--- src/rtl/wkc_pkg.sv ---
package wkc_pkg;

    localparam int SEL_W  = 3;
    localparam int MODE_W = 9;

    // Mode word layout, LSB first: force enable, force select,
    // general select, clock-alarm enable, timer-alarm enable.
    typedef struct packed {
        logic             rtt_en;
        logic             rtc_en;
        logic [SEL_W-1:0] gi_sel;
        logic [SEL_W-1:0] fw_sel;
        logic             fw_en;
    } mode_t;

    // Number of consecutive true samples needed for a given select code.
    function automatic int unsigned period_of(
        input logic [SEL_W-1:0] sel,
        input int unsigned      p1,
        input int unsigned      p2,
        input int unsigned      p3,
        input int unsigned      p4,
        input int unsigned      p5
    );
        case (sel)
            3'd0:    period_of = 1;
            3'd1:    period_of = p1;
            3'd2:    period_of = p2;
            3'd3:    period_of = p3;
            3'd4:    period_of = p4;
            default: period_of = p5;
        endcase
    endfunction

endpackage

--- src/rtl/wkc_debounce.sv ---
module wkc_debounce #(
    parameter int unsigned P1 = 3,
    parameter int unsigned P2 = 32,
    parameter int unsigned P3 = 512,
    parameter int unsigned P4 = 4096,
    parameter int unsigned P5 = 32768
) (
    input  logic                     clk,
    input  logic                     rst_n,
    input  logic                     cond,
    input  logic [wkc_pkg::SEL_W-1:0] sel,
    output logic                     hit
);

    localparam int CNT_W = $clog2(P5 + 1);
    localparam logic [CNT_W-1:0] ONE = CNT_W'(1);

    typedef struct packed {
        logic             armed;
        logic [CNT_W-1:0] cnt;
    } dbc_t;

    dbc_t             st_d, st_q;
    logic [CNT_W-1:0] lim;
    logic [CNT_W-1:0] cnt_inc;

    always_comb begin
        lim     = CNT_W'(wkc_pkg::period_of(sel, P1, P2, P3, P4, P5));
        cnt_inc = st_q.cnt + ONE;
        st_d    = st_q;
        hit     = 1'b0;
        if (!cond) begin
            // Condition lost: restart the count and allow a new wake-up.
            st_d.cnt   = '0;
            st_d.armed = 1'b1;
        end else if (st_q.armed) begin
            if (cnt_inc >= lim) begin
                hit        = 1'b1;
                st_d.cnt   = '0;
                st_d.armed = 1'b0;
            end else begin
                st_d.cnt = cnt_inc;
            end
        end
    end

    always_ff @(posedge clk or negedge rst_n) begin
        if (!rst_n) begin
            st_q.armed <= 1'b1;
            st_q.cnt   <= '0;
        end else begin
            st_q <= st_d;
        end
    end

endmodule

--- src/rtl/wkc_input_merge.sv ---
module wkc_input_merge #(
    parameter int NUM_IN = 16
) (
    input  logic [NUM_IN-1:0] pins,
    input  logic [NUM_IN-1:0] en,
    input  logic [NUM_IN-1:0] pol,
    output logic              any_active
);

    logic [NUM_IN-1:0] act;

    for (genvar i = 0; i < NUM_IN; i++) begin : g_bit
        // Level matches polarity and the input is enabled.
        assign act[i] = en[i] & ~(pins[i] ^ pol[i]);
    end

    assign any_active = |act;

endmodule

--- src/rtl/wkc_rise.sv ---
module wkc_rise #(
    parameter int W = 3
) (
    input  logic         clk,
    input  logic         rst_n,
    input  logic [W-1:0] sig,
    output logic [W-1:0] rise
);

    logic [W-1:0] prev_d, prev_q;

    for (genvar i = 0; i < W; i++) begin : g_edge
        assign rise[i] = sig[i] & ~prev_q[i];
    end

    always_comb begin
        prev_d = sig;
    end

    always_ff @(posedge clk or negedge rst_n) begin
        if (!rst_n) prev_q <= '0;
        else        prev_q <= prev_d;
    end

endmodule

--- src/rtl/wkc_wake_ctrl.sv ---
module wkc_wake_ctrl #(
    parameter int          NUM_IN = 16,
    parameter int unsigned P1     = 3,
    parameter int unsigned P2     = 32,
    parameter int unsigned P3     = 512,
    parameter int unsigned P4     = 4096,
    parameter int unsigned P5     = 32768
) (
    input  logic                  clk,
    input  logic                  rst_n,
    input  logic                  mode_we,
    input  logic [8:0]            mode_wdata,
    input  logic                  inp_we,
    input  logic [2*NUM_IN-1:0]   inp_wdata,
    input  logic                  stat_rd,
    output logic [NUM_IN:0]       stat_rdata,
    input  logic                  fwake_n,
    input  logic [NUM_IN-1:0]     wk_in,
    input  logic                  rtc_alarm,
    input  logic                  rtt_alarm,
    input  logic                  supmon_evt,
    output logic                  wake_req
);

    localparam int ALARM_W = 3;

    typedef struct packed {
        wkc_pkg::mode_t    mode;
        logic [NUM_IN-1:0] en;
        logic [NUM_IN-1:0] pol;
        logic [NUM_IN-1:0] snap;
        logic              fw_flag;
        logic              req;
    } ctl_t;

    ctl_t               st_d, st_q;
    logic               fw_cond, gi_cond;
    logic               fw_hit, gi_hit;
    logic [ALARM_W-1:0] alarm_rise;
    logic               fw_en_q, rtc_en_q, rtt_en_q;

    assign fw_en_q  = st_q.mode.fw_en;
    assign rtc_en_q = st_q.mode.rtc_en;
    assign rtt_en_q = st_q.mode.rtt_en;

    assign fw_cond = fw_en_q & ~fwake_n;

    wkc_input_merge #(.NUM_IN(NUM_IN)) u_merge (
        .pins       (wk_in),
        .en         (st_q.en),
        .pol        (st_q.pol),
        .any_active (gi_cond)
    );

    wkc_debounce #(.P1(P1), .P2(P2), .P3(P3), .P4(P4), .P5(P5)) u_fw_dbc (
        .clk   (clk),
        .rst_n (rst_n),
        .cond  (fw_cond),
        .sel   (st_q.mode.fw_sel),
        .hit   (fw_hit)
    );

    wkc_debounce #(.P1(P1), .P2(P2), .P3(P3), .P4(P4), .P5(P5)) u_gi_dbc (
        .clk   (clk),
        .rst_n (rst_n),
        .cond  (gi_cond),
        .sel   (st_q.mode.gi_sel),
        .hit   (gi_hit)
    );

    wkc_rise #(.W(ALARM_W)) u_rise (
        .clk   (clk),
        .rst_n (rst_n),
        .sig   ({supmon_evt, rtt_alarm, rtc_alarm}),
        .rise  (alarm_rise)
    );

    always_comb begin
        st_d = st_q;
        if (mode_we) st_d.mode = wkc_pkg::mode_t'(mode_wdata);
        if (inp_we) begin
            st_d.en  = inp_wdata[NUM_IN-1:0];
            st_d.pol = inp_wdata[2*NUM_IN-1:NUM_IN];
        end
        // Read clears first; events in the same cycle override.
        if (stat_rd) begin
            st_d.snap    = '0;
            st_d.fw_flag = 1'b0;
        end
        if (fw_hit) st_d.fw_flag = 1'b1;
        if (gi_hit) st_d.snap    = wk_in;
        st_d.req = fw_hit | gi_hit
                 | (alarm_rise[0] & rtc_en_q)
                 | (alarm_rise[1] & rtt_en_q)
                 |  alarm_rise[2];
    end

    always_ff @(posedge clk or negedge rst_n) begin
        if (!rst_n) st_q <= '0;
        else        st_q <= st_d;
    end

    assign stat_rdata = {st_q.fw_flag, st_q.snap};
    assign wake_req   = st_q.req;

endmodule

--- config.mk ---
export PLATFORM = sky130hd
export DESIGN_NAME = wkc_wake_ctrl
export DESIGN_NICKNAME = d
export VERILOG_FILES = /design/src/rtl/wkc_pkg.sv /design/src/rtl/wkc_debounce.sv /design/src/rtl/wkc_input_merge.sv /design/src/rtl/wkc_rise.sv /design/src/rtl/wkc_wake_ctrl.sv
export SDC_FILE = /design/constraint.sdc
export NUM_CORES = 1
export LEC_CHECK = 0
export BUFFER_PORTS_ARGS = -buffer_cell sky130_fd_sc_hd__clkbuf_2
export CORE_MARGIN = 5
export CORE_UTILIZATION = 50
export DETAILED_ROUTE_END_ITERATION = 12
export GPL_ROUTABILITY_DRIVEN = 0
export GPL_TIMING_DRIVEN = 0
export PLACE_DENSITY_LB_ADDON = 0.15
export SETUP_SLACK_MARGIN = 0.4
export SLEW_MARGIN = 5
export SYNTH_ARGS = -nofsm -noshare
export SYNTH_HDL_FRONTEND = slang
export SYNTH_HIERARCHICAL = 1
export SYNTH_SLANG_ARGS = --single-unit
--- constraint.sdc ---
create_clock -name clk -period 5.1 [get_ports clk]
set_input_delay 0.255 -clock clk [delete_from_list [all_inputs] [get_ports clk]]
set_output_delay 0.255 -clock clk [all_outputs]
set_load 0.02 [all_outputs]
==> results by group <==
Run status
  – Status: completed

Min path
  – Hold Crit Class: primary input to flop
  – Hold Crit Start: rtt_alarm
  – Min-Delay Path Depth: 1

Synth
  – Post-synthesis cell type count: 67
  – Seq cells post-synth: 96
  – EDFF count, synth: 0
  – Ys flop type: dfrtp_1
  – Synth Area per Inst: 10.83 um^2
  – Synth Instances: 534
  – Asr flop ratio synth: 100.0%
  – Share of the synthesized area in the top cell type: 40.68%
  – Post-synthesis sequential area ratio: 41.58%
  – Netlist Area Pre-Place: 5783 um^2
  – Syn nets: 614
  – Most area-hungry cell type in the Yosys netlist: dfrtp_1
  – Top post-synthesis cells by area: dfrtp_1 (41%), mux2_4 (7.8%), a22o_1 (3.0%)
  – Ys Warns: 6

Timing
  – Setup Total Neg Slack: 0 ps
  – Pins Over Slew Limit: 0
  – # setup viols final: 0
  – Setup Skew: 8.766 ps
  – Minimum clock period: 4078 ps
  – Fin Hold WS: 31.48 ps
  – RSZ-0062 raised after global routing: no
  – Period utilization: 79.97%
  – Final hold vios: 0
  – Slew @ Worst Pin: 1125 ps
  – Slew headroom: 24.66%
  – Max frequency: 0.2452 GHz

Floorplanning
  – Core area: 11370 um^2
  – Initial core utilization: 50.86%
  – # IOs: 84
  – Die area: 13820 um^2
  – DIE HEIGHT: 117.5 um
  – Row Count: 39
  – Die width: 117.5 um

Clock tree
  – Clk sinks: 96
  – Latest clock arrival within the worst-skew pair: 350 ps
  – Post-CTS Setup Bufs: 0
  – Longest Clk Path Bufs: 2
  – CTS tree: yes
  – TritonCTS Buffers: 9
  – Clock-pin slew of the registers on the worst-case setup and hold paths: 60 ps
  – Max H-tree Level: 3
  – Root buf cell: clkbuf_16

Place
  – Port Buffers: 81
  – DP Area: 6397 um^2
  – HPWL after DPL: 9926 um

Cells and area
  – N_diodes: 0
  – Share of cells above drive strength 1: 32.17%
  – Multi-input logic area: 2959 um^2
  – Final instance area: 6718 um^2
  – Final #Nets: 708
  – P&R area growth vs syn: 16.16%
  – Fillers: 970
  – Register area: 2405 um^2

Critical path
  – Buf/Inv on CP: 0
  – Crit path cell chain: nand3_1 -> nor4_1 -> nand3_1 -> xnor2_1 -> ha_1 -> nand4_1 -> a221oi_1 -> a2111oi_4 -> nand2_4 -> and3_1 -> nor3_1 -> nand2_1
  – Setup crit end kind: flop
  – CP Data Required Time: 5330 ps
  – CP startpoint kind: flop
  – Delay-heaviest family, CP: simple AND/OR/NAND/NOR gates
  – CP Launch Point: u_fw_dbc/st_q[0]$_DFFE_PN0P_
  – CP most frequent cell: nand3_1
  – Crit-path max cell delay: 760 ps
  – Critical Path Slowest Stage Cell: a2111oi_4
  – Reg2Reg Depth: 12
  – Stages on worst setup path: 12
  – Crit Path Max Fanout: 9
  – RR Startpoint: u_fw_dbc/st_q[0]$_DFFE_PN0P_
  – Worst setup path category: flop to flop
  – Arr. time, crit path: 4310 ps

Power and ir drop
  – Switching power: 0.0006388 W
  – Part of the power in the clock network: 33.1%
  – Peak supply drop: 180.8 uV
  – Pwr dens: 322.0 nW/um^2
  – Leakage power total: 3.061 nW
  – Sequential power share: 41.2%
  – Power Internal: 0.001524 W
  – Switching Share: 29.54%
  – Comb pwr share: 25.7%

Detailed routing
  – Vias per cell: 5.903
  – 1st-pass router iterations: 6
  – 1st-iter DRT viols: 359
  – WL per Instance: 17.74 um
  – Final wirelength: 13730 um
  – Via count: 4569
  – Post-route ant nets: 0
  – DR DRC count: 0

Global route
  – Initial antenna violation count: 0
  – Largest net degree at the start of global routing: 56
  – GRT Total Usage: 19.92%
  – First-pass GRT wire length: 22700 um
  – Number of global-route vias before repair: 4512
  – Global route overflow: 0

Job
  – Max Cap Violations: 0
flip-flops by register name (all words and copies together), names as in the netlist:
signal,flops
st_q,38
stat_rdata,17
u_fw_dbc/st_q,17
u_gi_dbc/st_q,17
u_rise/prev_q,3
fw_en_q,1
rtc_en_q,1
rtt_en_q,1
wake_req,1
through the flow:
stage / setup WS [ps] / power [W] / instances / util (%)
5_1_grt: 857.7 / 0.002283 / 774 / 59.08
2_1_floorplan: 1848 / 0.001287 / 534 / -
3_3_place_gp: 1132 / 0.001436 / 758 / 56.00
4_1_cts: 1123 / 0.002185 / 774 / 59.08
6_report: 1022 / 0.002163 / 774 / 59.08
3_5_place_dp: 1122 / 0.001454 / 759 / 56.27
cells in the final DEF (no fill, tap or decap), drive strengths merged, types with 5 or more instances in the layout:
| cell | count |
|---|---|
| and2 | 5 |
| buf | 39 |
| o21a | 5 |
| nor2b | 10 |
| and3 | 12 |
| a31o | 8 |
| nor3 | 10 |
| nor2 | 19 |
| dfrtp | 94 |
| a22o | 20 |
| nor4 | 7 |
| nand4 | 17 |
| nand4b | 6 |
| mux2 | 41 |
| nand3b | 5 |
| o21ai | 11 |
| clkbuf | 104 |
| inv | 13 |
| o211ai | 8 |
| xor2 | 6 |
| xnor2 | 20 |
| nand3 | 32 |
| ha | 14 |
| a221oi | 5 |
| or4 | 6 |
| nand2 | 36 |
| a211oi | 11 |
| or3 | 9 |
| a21oi | 15 |
worst register-to-register path, cell delays in order (launching register included):
cell and delay, ps:
dfrtp_1 460, nand3_1 290, nor4_1 570, nand3_1 170
xnor2_1 300, ha_1 330, nand4_1 140, a221oi_1 100
a2111oi_4 760, nand2_4 180, and3_1 290, nor3_1 290
nand2_1 80
cell families (layout without fill, tap and decap cells):
logic type / count (synthesis) / after routing / share of synthesized area (%)
DFF: 96 / 96 / 41.58
muxes: 42 / 42 / 10.10
xor gates and xnor gates: 26 / 26 / 4.068
AOI/OAI and AO/OA: 101 / 101 / 14.45
adders and majority gates: 14 / 14 / 3.029
buffers and inverters: 63 / 160 / 7.248
and+or+nand+nor: 192 / 192 / 19.52
repair_timing:
action / CTS / global route
hold buffers: 1 / 0
gates resized for setup: 0 / 0
endpoints found under the hold margin: 40 / 0
cell usage after synthesis (6+ instances only):
cell and instances:
dfrtp_1 94, inv_1 13, a211oi_1 11, buf_4 21, nand2_1 35, o21ai_0 10, a22o_1 20, xnor2_1 19
clkbuf_1 12, mux2_2 11, ha_1 14, nor2_1 18, or3_1 9, nand4b_1 6, nor2b_1 7, nor4_1 7
nor3_1 10, and3_1 12, nand3_1 31, buf_6 6, buf_2 8, nand4_1 17, xor2_1 6, mux2_4 30
a21oi_1 12, a31o_1 8
area by class of cell:
| cell class | instances | area share (%) |
|---|---|---|
| Clock buffer | 11 | 3.613 |
| Clock inverter | 3 | 1.006 |
| Sequential cell | 96 | 35.80 |
| Buffer | 50 | 5.513 |
| Multi-Input combinational cell | 375 | 44.05 |
| Tap cell | 143 | 2.663 |
| Timing Repair Buffer | 83 | 6.631 |
| Inverter | 13 | 0.7264 |
layer usage:
| layer | global-route usage, % | share of wire (%) |
|---|---|---|
| met5 | 0 | 0 |
| met4 | 6.882 | 1.7 |
| met3 | 6.151 | 8.0 |
| met2 | 29.35 | 44 |
| met1 | 27.83 | 46 |
power groups by stage:
stage,sequential [W],clock [W],combinational [W]
5_1_grt,0.000901,0.000772,0.000610
4_1_cts,0.000890,0.000742,0.000553
2_1_floorplan,0.000887,0,0.000400
6_report,0.000891,0.000717,0.000555
3_5_place_dp,0.000903,0,0.000550
3_3_place_gp,0.000899,0,0.000538
path summary, 6_finish.rpt:
kind | slack [ps] | endpoint
max in group asynchronous | 3910 | u_fw_dbc/st_q[16]$_DFF_PN1_
worst max register to register | 1020 | wake_req$_DFF_PN0_
worst max-delay path | 1020 | wake_req$_DFF_PN0_
worst min-delay path | 30 | u_rise/prev_q[1]$_DFF_PN0_
min in group asynchronous | 490 | u_gi_dbc/st_q[0]$_DFFE_PN0P_
worst min register to register | 480 | wake_req$_DFF_PN0_
(Power assumes the default switching activity.)
